## config.mk

```make
export PLATFORM = sky130hd
export DESIGN_NAME = conv_pace_ctl
export DESIGN_NICKNAME = d
export VERILOG_FILES = /design/src/rtl/conv_pace_pkg.sv /design/src/rtl/cp_sync.sv /design/src/rtl/cp_edge.sv /design/src/rtl/cp_pause_timer.sv /design/src/rtl/conv_pace_ctl.sv
export SDC_FILE = /design/constraint.sdc
export NUM_CORES = 1
export LEC_CHECK = 0
export ABC_CLOCK_PERIOD_IN_PS = 4500
export BUFFER_PORTS_ARGS = -buffer_cell sky130_fd_sc_hd__buf_2
export CAP_MARGIN = 20
export CORE_ASPECT_RATIO = 0.6
export CORE_UTILIZATION = 32
export DETAILED_ROUTE_END_ITERATION = 16
export PLACE_DENSITY_LB_ADDON = 0.12
export RECOVER_POWER = 50
export REMOVE_ABC_BUFFERS = 1
export SLEW_MARGIN = 20
export SYNTH_ARGS = -nofsm -noshare
export SYNTH_HDL_FRONTEND = slang
export SYNTH_SLANG_ARGS = --single-unit
```

## constraint.sdc

```tcl
create_clock -name clk -period 4.5 [get_ports clk]
set_input_delay 0 -clock clk [delete_from_list [all_inputs] [get_ports clk]]
set_output_delay 0 -clock clk [all_outputs]
set_load 0.1 [all_outputs]
```

## src/rtl/conv_pace_pkg.sv

```systemverilog
package conv_pace_pkg;

   typedef enum logic [1:0] {
      ST_RUN   = 2'd0,
      ST_PAUSE = 2'd1,
      ST_HELD  = 2'd2
   } pace_state_e;

endpackage

```

## src/rtl/cp_sync.sv

```systemverilog
// Multi-stage synchronizer for one asynchronous bit.
module cp_sync #(
   parameter int   STAGES  = 2,
   parameter logic RST_VAL = 1'b1
) (
   input  logic clk,
   input  logic rst_n,
   input  logic d,
   output logic q
);
   localparam int LAST = STAGES - 1;

   generate
      if (STAGES < 2) begin : g_bad_stages
         $error("cp_sync: STAGES must be at least 2");
      end
   endgenerate

   logic [LAST:0] chain;

   always_ff @(posedge clk or negedge rst_n) begin
      if (!rst_n) chain <= {STAGES{RST_VAL}};
      else        chain <= {chain[LAST-1:0], d};
   end

   assign q = chain[LAST];
endmodule

```

## src/rtl/cp_edge.sv

```systemverilog
// Converts a synchronized level to a one-cycle pulse on assertion.
module cp_edge #(
   parameter bit ACTIVE_LOW = 1'b1
) (
   input  logic clk,
   input  logic rst_n,
   input  logic lvl,
   output logic pulse
);
   logic active;
   logic active_d;

   generate
      if (ACTIVE_LOW) begin : g_low
         assign active = ~lvl;
      end else begin : g_high
         assign active = lvl;
      end
   endgenerate

   always_ff @(posedge clk or negedge rst_n) begin
      if (!rst_n) active_d <= 1'b0;
      else        active_d <= active;
   end

   assign pulse = active & ~active_d;

   // a steady level never produces two pulses in a row
   p_one_shot_r10: assert property (@(posedge clk) disable iff (!rst_n)
      pulse |=> !pulse);
endmodule

```

## src/rtl/cp_pause_timer.sv

```systemverilog
// Loadable down-counter; expire is high in the last cycle of the interval.
module cp_pause_timer #(
   parameter int W = 8
) (
   input  logic         clk,
   input  logic         rst_n,
   input  logic         start,
   input  logic [W-1:0] load,
   output logic         busy,
   output logic         expire
);
   generate
      if (W < 1) begin : g_bad_width
         $error("cp_pause_timer: W must be at least 1");
      end
   endgenerate

   logic [W-1:0] cnt;

   always_ff @(posedge clk or negedge rst_n) begin
      if (!rst_n) begin
         busy <= 1'b0;
         cnt  <= '0;
      end else if (start) begin
         busy <= 1'b1;
         cnt  <= load;
      end else if (busy) begin
         if (cnt == '0) busy <= 1'b0;
         else           cnt  <= cnt - 1'b1;
      end
   end

   assign expire = busy && (cnt == '0);

   // the interval is captured at start
   p_capture_r4: assert property (@(posedge clk) disable iff (!rst_n)
      start |=> busy && (cnt == $past(load)));

   // each cycle of the interval removes exactly one count
   p_countdown_r2: assert property (@(posedge clk) disable iff (!rst_n)
      (busy && !expire && !start) |=> busy && (cnt == $past(cnt) - 1'b1));
endmodule

```

## src/rtl/conv_pace_ctl.sv

```systemverilog
// Clock-enable controller that paces, holds and single-steps a conversion sequencer.
module conv_pace_ctl
   import conv_pace_pkg::*;
#(
   parameter int PAUSE_W     = 8,
   parameter int SYNC_STAGES = 2
) (
   input  logic               clk,
   input  logic               rst_n,
   input  logic               zero_start,
   input  logic               rate_max,
   input  logic [PAUSE_W-1:0] pause_len,
   input  logic               hold_n,
   input  logic               trig_n,
   output logic               seq_en
);
   generate
      if (PAUSE_W < 1) begin : g_bad_pause_w
         $error("conv_pace_ctl: PAUSE_W must be at least 1");
      end
      if (SYNC_STAGES < 2) begin : g_bad_sync
         $error("conv_pace_ctl: SYNC_STAGES must be at least 2");
      end
   endgenerate

   logic        hold_sync;
   logic        hold_act;
   logic        trig_sync;
   logic        trig_pulse;
   logic        tmr_start;
   logic        tmr_busy;
   logic        tmr_expire;
   pace_state_e state_q;
   pace_state_e state_d;

   cp_sync #(.STAGES(SYNC_STAGES), .RST_VAL(1'b1)) u_hold_sync (
      .clk(clk), .rst_n(rst_n), .d(hold_n), .q(hold_sync));

   cp_sync #(.STAGES(SYNC_STAGES), .RST_VAL(1'b1)) u_trig_sync (
      .clk(clk), .rst_n(rst_n), .d(trig_n), .q(trig_sync));

   cp_edge #(.ACTIVE_LOW(1'b1)) u_trig_edge (
      .clk(clk), .rst_n(rst_n), .lvl(trig_sync), .pulse(trig_pulse));

   assign hold_act  = ~hold_sync;
   assign tmr_start = (state_q == ST_RUN) && zero_start && !hold_act && !rate_max;

   cp_pause_timer #(.W(PAUSE_W)) u_timer (
      .clk(clk), .rst_n(rst_n), .start(tmr_start), .load(pause_len),
      .busy(tmr_busy), .expire(tmr_expire));

   always_comb begin
      state_d = state_q;
      unique case (state_q)
         ST_RUN: begin
            if (zero_start) begin
               if (hold_act)       state_d = ST_HELD;
               else if (!rate_max) state_d = ST_PAUSE;
            end
         end
         ST_PAUSE: begin
            if (tmr_expire) state_d = hold_act ? ST_HELD : ST_RUN;
         end
         ST_HELD: begin
            if (!hold_act || trig_pulse) state_d = ST_RUN;
         end
         default: state_d = ST_RUN;
      endcase
   end

   always_ff @(posedge clk or negedge rst_n) begin
      if (!rst_n) state_q <= ST_RUN;
      else        state_q <= state_d;
   end

   assign seq_en = (state_q == ST_RUN);

   // a zero-phase pulse at normal rate closes the enable
   p_pause_on_zero_r2: assert property (@(posedge clk) disable iff (!rst_n)
      (seq_en && zero_start && !rate_max) |=> !seq_en);

   // a pause always runs on the timer
   p_pause_timer_r2: assert property (@(posedge clk) disable iff (!rst_n)
      (state_q == ST_PAUSE) |-> tmr_busy);

   // back-to-back mode keeps the enable high
   p_back_to_back_r3: assert property (@(posedge clk) disable iff (!rst_n)
      (seq_en && zero_start && rate_max && !hold_act) |=> seq_en);

   // frozen while hold stays asserted with no trigger
   p_held_low_r5: assert property (@(posedge clk) disable iff (!rst_n)
      ((state_q == ST_HELD) && hold_act && !trig_pulse) |=> !seq_en);

   // release of hold restarts the sequencer
   p_release_r6: assert property (@(posedge clk) disable iff (!rst_n)
      ((state_q == ST_HELD) && !hold_act) |=> seq_en);

   // a running conversion is only ended by the zero-phase pulse
   p_trig_ignored_r8: assert property (@(posedge clk) disable iff (!rst_n)
      (seq_en && !zero_start) |=> seq_en);

   // hold arriving during a pause freezes at its end
   p_hold_at_expiry_r9: assert property (@(posedge clk) disable iff (!rst_n)
      ((state_q == ST_PAUSE) && tmr_expire && hold_act) |=> (state_q == ST_HELD));
endmodule

```

* Yosys cells after proc, flatten, opt, wreduce, memory -nomap -nowiden *
Cells that the tools add are included.

word-level totals
  register bits = 16
  input port bits = 14
  output and inout bits = 1

cells by class
  add/sub/neg operators = 1
  equal/unequal tests = 7
  mux-type cells = 13
  bitwise operators = 3
  reduce and logical (&&, ||, !) cells = 11

operators by type and width
  cell                   count
  $mux W8                3
  $mux W2                6
  $logic_not A8 Y1       1
  $ne A2 B2 Y1 const B   4
  $sub A8 B1 Y8 const B  1
  $pmux W2 S3            1
  $logic_and A1 B1 Y1    4
  $reduce_and A4 Y1      1
  $mux W1                3
  $ne A3 B3 Y1 const B   1
  $eq A2 B1 Y1 const B   1
  $eq A2 B2 Y1 const B   1
  $logic_not A2 Y1       1
  $not A1 Y1             2
  $reduce_and A2 Y1      1
  $reduce_bool A2 Y1     1
  $and A1 B1 Y1          1
  $logic_not A1 Y1       1
  $logic_or A1 B1 Y1     1

* Longest topological paths before layout *
Gate-level depths: netlist (run 1).

  depth after elaboration = 6
  gate-level depth with buffers = 6
  gate-level depth less buffers = 6

* Cells and area by module *
Synthesis (run 1) repeated with hierarchy kept, for this count alone.

second synthesis, totals
  cells, all modules = 77
  area total of the unflattened synthesis = 810.8 um2

by module, submodules not included
  module          times used  cells an instance  area each (um2)
  cp_pause_timer  1           59                 559.3
  conv_pace_ctl   1           11                 113.9
  cp_sync         2           2                  52.6
  cp_edge         1           3                  32.5

* Worst setup path before layout (run 1) *
Ideal clock, no wire load.

  kind = reg-to-reg
  start point = register state_q[0]
  end point = register u_timer.cnt[5]
  setup time = 0.136 ns
  arrival time = 2.555 ns
  required time = 4.364 ns
  setup slack = 1.809 ns
  stages on the path, launching flop included = 6
  path buffers = 1
  period minus slack after synthesis = 2.691 ns
  cell sequence = dfrtp_1 -> nor2_1 -> nand4b_1 -> clkbuf_1 -> nor2_1 -> a21oi_1

between the ends
  cells in the longest elaborated chain, start to end = 6
  elaborated cells between the ends (all ways) = 8

ends and longest elaborated chain
  item                                                          RTL line              source
  start: declaration                                            conv_pace_ctl.sv:33   pace_state_e state_q;
  start signal: assignment                                      conv_pace_ctl.sv:73   else state_q <= state_d;
  $logic_not A2 Y1 (*)                                          --
  named net seq_en                                              conv_pace_ctl.sv:15   output logic seq_en
  $logic_and A1 B1 Y1 (*) (3 in series)                         conv_pace_ctl.sv:46   assign tmr_start = (state_q == ST_RUN) && zero_start && !hold_act && !rate_max;
  $ne A2 B2 Y1 (no line) or $reduce_bool A2 Y1 (tied branches)  --
  $reduce_and A2 Y1 (no line)                                   --
  end signal: assignment                                        cp_pause_timer.sv:26  cnt <= load;
  end signal: assignment                                        cp_pause_timer.sv:29  else cnt <= cnt - 1'b1;
  end: declaration                                              cp_pause_timer.sv:18  logic [W-1:0] cnt;

The timed path passes the listed nets; every way through them passes the cells marked *.
A chain may end at the register's enable or synchronous reset.

* Final worst setup path (run 1) *
  start point = register u_timer.cnt[0]
  end point = register u_timer.cnt[1]

between the ends
  cells in the longest elaborated chain, start to end = 4
  elaborated cells between the ends (all ways) = 7

ends and longest elaborated chain
  item           RTL line              source
  $sub A8 B1 Y8  cp_pause_timer.sv:29
  $mux W8        cp_pause_timer.sv:28  if (cnt == '0) busy <= 1'b0;
  $mux W8        cp_pause_timer.sv:27  end else if (busy) begin
  $mux W8        cp_pause_timer.sv:24  end else if (start) begin

Parallel ways exist; a longest one is shown, timed or not. The select of a mux whose other input is x is not followed.

==> results of run 1 <==
## logic make-up (layout without fill, tap and decap cells)
| group | Yosys count | after routing | synth area share [%] |
|---|---|---|---|
| AO/OA/AOI/OAI | 15 | 15 | 11.7 |
| adder cells (fa/ha/maj) | 2 | 2 | 3.31 |
| buffers and inverters | 6 | 25 | 3.14 |
| flip-flops | 16 | 16 | 53.6 |
| XOR/XNOR | 1 | 1 | 1.16 |
| multiplexers | 4 | 4 | 5.45 |
| AND/OR/NAND/NOR | 32 | 32 | 21.7 |
## worst reg2reg max path, stage by stage (launching register included)
cell and delay (ns):
sky130_fd_sc_hd__dfrtp_1 0.38, sky130_fd_sc_hd__inv_1 0.13, sky130_fd_sc_hd__ha_1 0.20, sky130_fd_sc_hd__or3b_2 0.52
sky130_fd_sc_hd__o21ai_2 0.26, sky130_fd_sc_hd__mux2i_1 0.10, sky130_fd_sc_hd__mux2_2 0.26
## flip-flops by register name, indices dropped and copies added, names as in the netlist
name / flops
u_trig_edge.active_d: 1
u_timer.busy: 1
state_q: 2
u_trig_sync.chain: 2
u_timer.cnt: 8
u_hold_sync.chain: 2
## worst min path at each step
stage	start	to	slack, ns	cells past startpoint
6_report	pause_len[7]	u_timer.cnt[7]	0.004	3
5_1_grt	pause_len[0]	u_timer.cnt[0]	0.008	3
4_1_cts	pause_len[0]	u_timer.cnt[0]	0.002	3
3_5_place_dp	rst_n	state_q[0]	-0.05	1
3_3_place_gp	rst_n	u_timer.busy	-0.06	1
2_1_floorplan	rst_n	state_q[0]	-0.30	0
## final cells by class
cell class / count / area [um^2]
Clock buffer: 3 / 41.3
Fill cell: 214 / 1260
Inverter: 4 / 15.0
Multi-Input combinational cell: 54 / 328
Sequential cell: 16 / 405
Tap cell: 30 / 37.5
Timing Repair Buffer: 18 / 109
## metrics by stage
stage                     util [%]  instance area [um^2]  worst slack [ns]
final                         42.6                   936              2.54
after global routing          42.6                   936              2.44
after CTS                     42.7                   937              2.55
after detailed placement      39.0                   856              2.57
after global placement        39.0                   856              2.62
after floorplan                  -                   748              1.57
## layout by cell type (no fill, tap or decap), drive strengths merged
cell type and count:
nor2 16, buf 13, dfrtp 12, o21ai 6, inv 4, a31oi 4, dlygate4sd3 4, dfstp 4
clkbuf 4, nand2 3, nor4 3, mux2i 3, a21oi 3, nand4b 2, or3b 2, or4 2
nor3 2, ha 2, nor3b 1, o31ai 1, mux2 1, xnor2 1, a211oi 1, nand2b 1
## metal layers
metal	vias to the layer above	wire length, um	track usage (%)
met5	-	0	0
li1	310	-	-
met3	4	83	6.10
met4	0	19	5.00
met1	278	850	19.5
met2	11	581	20.1
## power by group
part           internal [mW]  total [mW]  switching (mW)  leakage (nW)
Combinational         0.0798       0.199           0.119         0.195
Sequential             0.192       0.239          0.0466         0.179
Clock                 0.0594       0.107          0.0472        0.0216
Total                  0.331       0.544           0.213         0.396
==> summary.md, run 1 <==
For the finished layout, the period the worst path requires is 1.96 ns. The routed via count was 603; the final count of pins violating max slew was 0. The number of max-capacitance violations reported was 0.

Once the clock tree was built, the resizer swapped 0 gates to a different size. The type of the most critical hold path is input port to register. The post-layout net count is 113, and the global route total overflow is 0. The number of warnings issued by yosys came out at 0. The logic depth of the worst setup path including buffers came out at 6. The fraction of final layout cells sized beyond drive strength 1 came out at 25.3%.

Counting the buffers created by CTS gives 3. Wire length of the first global-routing pass: 2520 um. In the routed layout, each cell is associated on average with a via count of 4.82.

For this design the static power due to leakage is 0.396 nW. The power density relative to cell area was 582 nW/um^2; the cell count after synthesis was 76. The tools report the final number of hold-violating endpoints as 0. The synthesized design devotes to its leading area cell type 39.7% of total area. Among cell families on the critical path, the largest total delay comes from simple AND/OR/NAND/NOR gates. The number of primary I/O pins is 15.

The initialized floorplan defines 13 standard-cell rows. CTS saw 16 sinks. The depth of the worst register-to-register path works out to 6. The tree is rooted in a sky130_fd_sc_hd__clkbuf_8. The clock arrives with 0.00331 ns of skew. The largest individual stage delay along the critical path comes from the cell sky130_fd_sc_hd__or3b_2.

The H-tree depth was 1. Critical setup path kind: register to register. The run gives 0 as the number of failing setup endpoints in the final timing report. Area growth from synthesis to final layout: 23.6%. Count of buffer and inverter cells on the critical path: 1. In this run the critical register-to-register path is captured at u_timer.cnt[1]. The tools report the wire length reported by the detailed router as 1530 um. The cell with the most instances after synthesis is sky130_fd_sc_hd__nor2_1.

Yosys attributes the largest share of cell area to sky130_fd_sc_hd__dfrtp_1 40%, sky130_fd_sc_hd__dfstp_2 14%, sky130_fd_sc_hd__nor2_1 7.9%. The initial antenna violation count was 0; the floorplan die area was 2570 um^2. The tools report the tightest hold margin as 0.00354 ns.

Measured against its own limit, the worst slew margin works out to 40.1%. For this run, asynchronously set or reset flops after synthesis account for 100%. The tools report the endpoint type of the worst setup path as a register.

No sink is reached through more buffers than the 2 on the longest clock path. The mean routed wirelength per cell is 12.3 um, and the achievable clock frequency is 0.510 GHz. Buffers placed on the I/O ports in this run total 14.

The tools report the total placed cells including tap cells as 118. Summed over all nets, the half-perimeter wirelength after detailed placement is 1110 um. Each instance of the synthesized netlist takes up on average 9.96 um^2. In this run the standard cell core region covers 2200 um^2. Once detail routing completed, the nets flagged for antenna violations numbered 0. In the global route stage, overall resource usage came out at 14.4%. STA puts the critical path data arrival time at 2.10 ns. Leaving out filler cells and counting taps, the final layout contains 125. The synthesized design contains 16 register bits. In this run, the number of DRC markers left after iteration 0 of detailed routing was 10. The cell area that synthesis handed to floorplanning was 757 um^2. The most frequently used flop master after synthesis was sky130_fd_sc_hd__dfrtp_1. The number of antenna diodes in the final layout is 0.

For the detailed-router iteration count before antenna repair, the log shows 4. The count of flip-flops with a built-in enable after synthesis is 0. The most critical setup path has its endpoint at u_timer.cnt[1]. The part of the Yosys area used for sequential elements is 53.6%, and the fraction of the cycle the final worst path needs is 43.5%.

After synthesis, the most frequently instantiated cells are 16 x sky130_fd_sc_hd__nor2_1, 12 x sky130_fd_sc_hd__dfrtp_1, 5 x sky130_fd_sc_hd__o21ai_0. The number of global-route vias before repair came out at 525. Entering global routing, the biggest net connects 18 pins. Summed over all failing endpoints, the final setup total negative slack is 0 ns.

The width of the die was 64.8 um; the overall die height was 39.7 um. The reg-to-reg setup timing slack came out at 2.54 ns. Along the worst path, the maximum fanout reaches 5. The signal on the critical path passes through inv_1 -> ha_1 -> or3b_2 -> o21ai_2 -> mux2i_1 -> mux2_2. Across the VDD grid, the largest voltage drop is 0.000161 V. The final routed DRC violation total is 0. The tools report the startpoint of the lowest-slack register-to-register path as u_timer.cnt[0]. For the final weighted congestion of routability-driven global placement, the log shows 0.843. TritonCTS built the clock tree.

The tools report the startpoint type of the worst setup path as a register. Tracing the worst setup path back leads to its startpoint at u_timer.cnt[0]. The initial utilization of the core area, before any placement, comes to 34.5%. For this run, the slowest stage of the critical path takes 0.52 ns. At the later pin of the worst-skew pair, clock insertion delay measures 0.25 ns. The tools report the post-synthesis cell type count as 24. Setup repair after global routing left no endpoint under its margin.

The completed layout was analyzed and its total power is 0.544 mW. For the pin with the worst max-slew slack, the measured transition is 0.898 ns. Once the clock tree was built, the setup fixing pass inserted 0 buffers.

After clock tree synthesis, the clock-pin slew on the worst setup and hold paths is 0.06 ns. The run finished with clean final reports. The synthesized design spends more area on one cell type than any other, namely sky130_fd_sc_hd__dfrtp_1. The number of buffers inserted for hold repair after clock tree synthesis is 4.

For the data required time at the worst endpoint, the log shows 4.64 ns.
Power figures use the tool's default switching activity.
==> inputs of run 2 (changes only) <==
Settings changed: ABC_CLOCK_PERIOD_IN_PS 4500 to 1600.
Clock period 4.5 ns to 1.6 ns, I/O delays scaled along.
==> run 2 against run 1 <==
The flow now finishes with violations (negative setup slack). Critical path depth is the same. Clock power grew to 3.4 times the previous value. Global-route usage grew 3.3 points. Worst setup slack lost 2.6 ns. Clock skew shrank 0.0020 ns. Non-clock buffer count grew 18.
==> summary.md, run 2 (synthesized netlist as in run 1, its figures left out) <==
The flow ran to the end, but the final reports show violations. The final reports fail on negative setup slack. Counting flops per register, the top entry is u_timer.cnt. The achievable clock frequency is 0.590 GHz (+16%). The root buffer cell chosen for the clock tree is sky130_fd_sc_hd__clkbuf_8. The latest clock arrival within the worst-skew pair was 0.25 ns (about the same). The slew at the pin closest to its max-slew limit was 0.881 ns (-0.0176 ns). The run gives 4 (unchanged) as the detailed-router iteration count before antenna repair. The run gives 663 (+26%) as the number of global-route vias before repair. In the layout the commonest cells are 16 x sky130_fd_sc_hd__nor2_1, 14 x sky130_fd_sc_hd__buf_4, 13 x sky130_fd_sc_hd__buf_2, 12 x sky130_fd_sc_hd__dfrtp_1, 5 x sky130_fd_sc_hd__dlygate4sd3_1. The clock input transition at the sequential cells of the worst setup and hold paths is 0.06 ns (about the same), and the final routed DRC violation total is 0 (unchanged). The run gives 2570 um^2 (unchanged) as the floorplan die area. The width of the die came out at 64.8 um (unchanged). The maximum number of pins on one net before global-route repair was 17 (-1); the power density relative to cell area was 1720 nW/um^2 (+200%).

The global route total overflow is 0 (unchanged), and the data required time at the worst endpoint is 1.74 ns (-2.90 ns). For the number of primary I/O pins, the log shows 15 (unchanged). The tools report the endpoint type of the worst setup path as a register.

The core outline area is 2200 um^2 (unchanged). TritonCTS built the clock tree. The tools report the final critical-path setup slack as -0.0952 ns (-2.64 ns).

For the layout filler cell count, the log shows 197 (-7.9%). For hold timing, the worst endpoint is u_timer.cnt[0]. The cell with the largest stage delay on the worst path was sky130_fd_sc_hd__or3b_4. The tools report the count of inserted antenna diode cells as 0 (unchanged).

The worst register-to-register path ends at u_timer.cnt[1]. The depth of the worst register-to-register path was 6 (unchanged). The reg-to-reg setup timing slack came out at -0.1 ns (-2.64 ns). The post-detailed-route via-to-cell ratio came out at 4.69 (-2.8%). The run gives 3040 um (+21%) as the wire length of the first global-routing pass. The logs give 131 (+16%) for the post-layout net count and 0 (unchanged) for the post-route antenna net violation count.

Wire length reported by the detailed router: 1920 um (+26%). The overall power was 2.02 mW (+270%). The number of flip-flops in the largest register is 8 (unchanged).

Tightest hold margin: 0.000435 ns (-0.00311 ns). The number of design-rule violations left by the first detailed-router iteration is 16 (+6), and the final weighted congestion of routability-driven global placement is 0.787 (-6.7%). The signal on the critical path passes through inv_2 -> ha_4 -> or3b_4 -> o21ai_4 -> mux2i_1 -> mux2_4.

Mean routed wirelength per cell: 13.4 um (+8.9%). Fraction of final layout cells sized beyond drive strength 1: 43.9% (+19 points). The area growth from synthesis to final layout was 54.9%; the remaining max-slew budget at the tightest pin was 41.3% (+1.2 points). The final count of pins violating max slew came out at 0 (unchanged).

The initial antenna violation count is 0 (unchanged), and the end-of-flow core utilization is 53.4% (+11 points). The maximum clock path buffer count came out at 2 (unchanged). The critical path is of the register to register type. For the final number of hold-violating endpoints, the log shows 0 (unchanged).

The endpoint arrival time on the critical path was 1.83 ns (-0.27 ns); the number of max-capacitance violations reported was 0 (unchanged). The worst hold path cell count was 3 (unchanged). The worst register-to-register path begins at u_timer.cnt[1]. The final critical path time including I/O delays and setup works out to 1.70 ns (-0.264 ns).

The placed wire-length estimate is 1280 um (+16%), and the effective utilization at floorplan is 34.5% (unchanged). The overall die height was 39.7 um (unchanged); the number of core rows was 13 (unchanged). The tools report the number of failing setup endpoints in the final timing report as 4 (+4). For the post-place setup slack, the log shows -0.191 ns (-2.76 ns). The number of port buffers was 14 (unchanged). The number of buffers added by the clock tree synthesis step is 3 (unchanged).

Setup repair after global routing could not meet its margin everywhere. The tools report the H-tree depth as 1 (unchanged). The fraction of the cycle the final worst path needs works out to 106% (+62 points).

The path class of the tightest hold or removal check is input port to register. The worst clock skew is 0.00130 ns (-0.00200 ns). For the static leakage, the log shows 0.505 nW (+28%). The library cell used most frequently in the layout, excluding fill and tap cells, is sky130_fd_sc_hd__nor2_1. The worst IR drop on VDD is 0.000630 V (+290%), and the global-route total usage across every layer is 17.7% (+3.3 points). The tools report the clock sink count as 16 (unchanged). The startpoint type of the worst setup path is a register. The routed via count came out at 675 (+12%). The largest stage delay on the critical path works out to 0.40 ns (-0.12 ns). The biggest fanout along the worst timing path was 3 (-2).

In this run the most critical hold path is launched from pause_len[0].
[run 2: cell count changes in the layout (fill, tap and decap cells not counted), sizes merged]
cell | before | now
dlygate4sd3 | 4 | 5
buf | 13 | 30
clkbuf | 4 | 5
[run 2: worst max-delay path: cells and delay by family, from the launching register on]
kind	cells	cell delay (ns)
simple gates	1	0.40
flops	1	0.39
mux	2	0.36
compound gates	1	0.21
fa+ha+maj	1	0.13
buf+inv	1	0.08
[run 2: final cells by class]
type                    instances  area [um^2]  share of cell area, %
flip-flops and latches         16          405                   34.6
clock buffers                   4         55.1                   4.70
inverters                       4         15.0                   1.28
repair buffers                 36          258                   22.0
well taps                      30         37.5                   3.20
multi-input cells              54          402                   34.3
[run 2: routing by layer]
layer	GRT usage [%]	vias up	part of all wire [%]
met2	25.0	17	41
met3	6.40	7	5.2
met4	9.44	0	2.1
li1	-	345	-
met5	0	-	0
met1	23.4	306	51
[run 2: per-stage QoR]
step,std cells,area [um^2],setup TNS (ns)
global route,144,1170,-0.562
global placement,133,968,-0.884
CTS,144,1140,-0.160
floorplan,74,748,-11.65
finish,144,1170,-0.259
detailed placement,133,968,-0.987
[run 2: repair_timing]
item / CTS / global route
setup endpoints to repair: 10 / 8
hold buffers: 5 / 0
setup buffers: 2 / 1
pin swaps: 5 / 8
hold endpoints to repair: 20 / 0
gates resized for setup: 14 / 6
[run 2: worst max path at each step]
stage | endpoint | cells after the start | from | slack [ns]
after floorplan | u_timer.cnt[1] | 3 | state_q[0] | -1.33
after global placement | u_timer.cnt[1] | 6 | u_timer.cnt[0] | -0.19
after detailed placement | u_timer.cnt[1] | 6 | u_timer.cnt[1] | -0.19
after CTS | u_timer.cnt[6] | 3 | u_timer.cnt[4] | -0.08
after global routing | u_timer.cnt[6] | 3 | u_timer.cnt[3] | -0.13
final | u_timer.cnt[1] | 6 | u_timer.cnt[1] | -0.1
[run 2: where the power goes]
group / total, mW / leakage (nW) / internal [mW] / switching (mW)
Clock: 0.361 / 0.0288 / 0.218 / 0.142
Sequential: 0.628 / 0.180 / 0.541 / 0.0878
Combinational: 1.03 / 0.297 / 0.505 / 0.528
==> inputs of run 3 (changes only) <==
Settings changed: CELL_PAD_IN_SITES_DETAIL_PLACEMENT set to 1, CELL_PAD_IN_SITES_GLOBAL_PLACEMENT set to 2, CORE_UTILIZATION 32 to 29, HOLD_SLACK_MARGIN set to 0.12.
==> run 3 against run 2 <==
The run still ends with negative setup slack left. Die area up 9.9%. Final cell count is 4.2% higher. Via count up 11%. Flip-flop and latch count did not move.
==> summary.md, run 3 (synthesized netlist as in run 1, its figures left out) <==
The core outline area came out at 2310 um^2 (+5.2%). The layout filler cell count is 270 (+37%). For the total negative slack for setup checks, the log shows -0.400 ns (-0.142 ns). The slew at the pin closest to its max-slew limit is 0.890 ns (+0.00942 ns), and the floorplan die area is 2830 um^2 (+9.9%).

The worst hold path cell count was 5 (+2); the initial antenna violation count was 0 (unchanged). The fraction of the cycle the final worst path needs was 108% (+2.3 points); the final number of hold-violating endpoints was 0 (unchanged). In this run the critical register-to-register path is captured at u_timer.cnt[6]. The run gives 31.0% (about the same) as the part of the total power dissipated in sequential elements. In this run the worst setup path begins at u_timer.cnt[5].

The checks that failed: negative setup slack. Setup repair after global routing could not meet its margin everywhere. Biggest fanout along the worst timing path: 4 (+1). STA classifies the critical path startpoint as a register.

The switching power as a share of total power works out to 40.0% (+2.5 points). The placed wire-length estimate is 1420 um (+11%), and the number of max-capacitance violations reported is 0 (unchanged). The depth of the worst register-to-register path works out to 3 (-3). The power density relative to cell area was 1620 nW/um^2 (-5.8%).

The final instance count without filler cells is 150 (+4.2%). For the number of failing setup endpoints in the final timing report, the log shows 5 (+1). The run gives 0.525 nW (+4.0%) as the static leakage. The buffer type at the clock tree root was sky130_fd_sc_hd__clkbuf_8. The final routed DRC violation total came out at 0 (unchanged).

The number of global-route vias before repair is 787 (+19%), and the total placed cells including tap cells is 133 (unchanged). The number of port buffers came out at 14 (unchanged). Most common cell after layout, fill and taps aside: sky130_fd_sc_hd__nor2_1.

The wire length of the first global-routing pass is 3530 um (+16%), and the wire length reported by the detailed router is 2210 um (+15%). The remaining max-slew budget at the tightest pin is 40.7% (-0.63 points), and the maximum number of pins on one net before global-route repair is 18 (+1). The global route total overflow was 0 (unchanged); the achievable clock frequency was 0.577 GHz (-2.1%). Number of primary I/O pins: 15 (unchanged). The worst IR drop on VDD is 0.000851 V (+35%).

Leaving out fill and tap cells, the most frequent cells in the layout are 16 x sky130_fd_sc_hd__nor2_1, 15 x sky130_fd_sc_hd__buf_4, 13 x sky130_fd_sc_hd__buf_2, 12 x sky130_fd_sc_hd__dfrtp_1, 11 x sky130_fd_sc_hd__dlygate4sd3_1. The endpoint arrival time on the critical path came out at 1.90 ns (+0.07 ns). The logs give 13 (unchanged) for the number of core rows and 748 (+11%) for the routed via count. The final critical-path setup slack is -0.132 ns (-0.0368 ns), and the fraction of final layout cells sized beyond drive strength 1 is 45.0% (+1.1 points). The tools report the combinational share of power as 53.4% (+2.3 points). The run gives 17.4% (-0.27 points) as the global-route total usage across every layer. The clock input transition at the sequential cells of the worst setup and hold paths works out to 0.06 ns (about the same). The path with the worst hold slack has its endpoint at state_q[1].

The detailed-router iteration count before antenna repair came out at 3 (-1). The overall die height was 41.6 um (+4.8%). The final count of pins violating max slew was 0 (unchanged); the mean routed wirelength per cell was 14.8 um (+10%).

The run gives 0.00222 ns (+0.000920 ns) as the worst clock skew. The tools report the data required time at the worst endpoint as 1.77 ns (+0.03 ns). The maximum clock path buffer count was 2 (unchanged). The post-layout net count was 137 (+4.6%). The tools report the H-tree depth as 1 (unchanged). TritonCTS built the clock tree. The final critical path time including I/O delays and setup works out to 1.73 ns (+0.0368 ns). The register bank with the most flops is u_timer.cnt. In this run the most critical hold path is launched from zero_start. Post-route antenna net violation count: 0 (unchanged). The power share of the clock group was 15.6% (-2.3 points). The flow ran to the end, but the final reports show violations. Startpoint of the lowest-slack register-to-register path: u_timer.cnt[5]. Post-detailed-route via-to-cell ratio: 4.99 (+6.4%). For the clock sink count, the log shows 16 (unchanged). The effective utilization at floorplan was 32.8% (-1.7 points); the width of the die was 68.0 um (+4.9%).

The internal power component was 1.21 mW (-4.4%); the number of flip-flops in the largest register was 8 (unchanged). The logs give 0.806 mW (+6.4%) for the switching component of the power and -0.13 ns (-0.04 ns) for the reg-to-reg setup timing slack. The run gives 0.769 (-2.2%) as the final weighted congestion of routability-driven global placement. The tightest min-delay check is of the input port to register type. Number of design-rule violations left by the first detailed-router iteration: 40 (+24). The area growth from synthesis to final layout is 63.8%, and the latest clock arrival within the worst-skew pair is 0.25 ns (about the same).

The run gives 3 (unchanged) as the number of buffers added by the clock tree synthesis step. The worst setup path is captured at a register. The critical setup path kind is register to register.

The count of inserted antenna diode cells came out at 0 (unchanged).
-- run 3: power groups by stage --
stage	logic, mW	registers, mW	clock network (mW)
2_1_floorplan	0.452	0.637	0
3_3_place_gp	0.825	0.613	0
3_5_place_dp	0.854	0.616	0
4_1_cts	1.00	0.620	0.325
5_1_grt	1.18	0.636	0.344
6_report	1.08	0.624	0.314
-- run 3: metrics by stage --
stage	util, %	setup slack [ns]	cell area [um^2]	total power, mW	hold slack, ns
2_1_floorplan	-	-1.33	748	1.09	-0.296
3_3_place_gp	41.9	-0.183	968	1.44	-0.0580
3_5_place_dp	41.9	-0.215	968	1.47	-0.0569
4_1_cts	52.0	-0.104	1200	1.94	0.194
5_1_grt	53.7	-0.174	1240	2.16	0.210
6_report	53.7	-0.132	1240	2.01	0.193
-- run 3: routing by layer --
layer,GRT usage (%),routed length (um)
met5,0,0
met4,2.50,27
met3,5.77,91
met2,28.8,1040
met1,22.2,1060
-- run 3: critical path, stage by stage (launching register included) --
cell,delay (ns)
sky130_fd_sc_hd__dfrtp_1,0.39
sky130_fd_sc_hd__or4_4,0.59
sky130_fd_sc_hd__or4_4,0.50
sky130_fd_sc_hd__a31oi_1,0.17
-- run 3: cell type report --
class | count | area, um^2 | area share, %
multi-input combinational | 54 | 423 | 34.1
sequential | 16 | 405 | 32.7
timing repair buffer | 42 | 314 | 25.3
clock buffer | 4 | 45.0 | 3.63
tap | 30 | 37.5 | 3.03
inverter | 4 | 15.0 | 1.21
-- run 3: worst max path at each step --
stage / depth (start not counted) / endpoint / slack, ns
5_1_grt: 3 / u_timer.cnt[6] / -0.17
6_report: 3 / u_timer.cnt[6] / -0.13
4_1_cts: 3 / u_timer.cnt[6] / -0.10
3_3_place_gp: 6 / u_timer.cnt[1] / -0.18
3_5_place_dp: 6 / u_timer.cnt[1] / -0.22
2_1_floorplan: 3 / u_timer.cnt[1] / -1.33
-- run 3: what timing repair did --
action                                 in CTS  in global routing
hold buffers                               11                  0
endpoints found under the hold margin      26                  0
cloned                                      0                  0
setup endpoints to repair                  10                  9
pin swaps                                   2                  7
buffers inserted                            2                  1
gates resized for setup                    14                  9
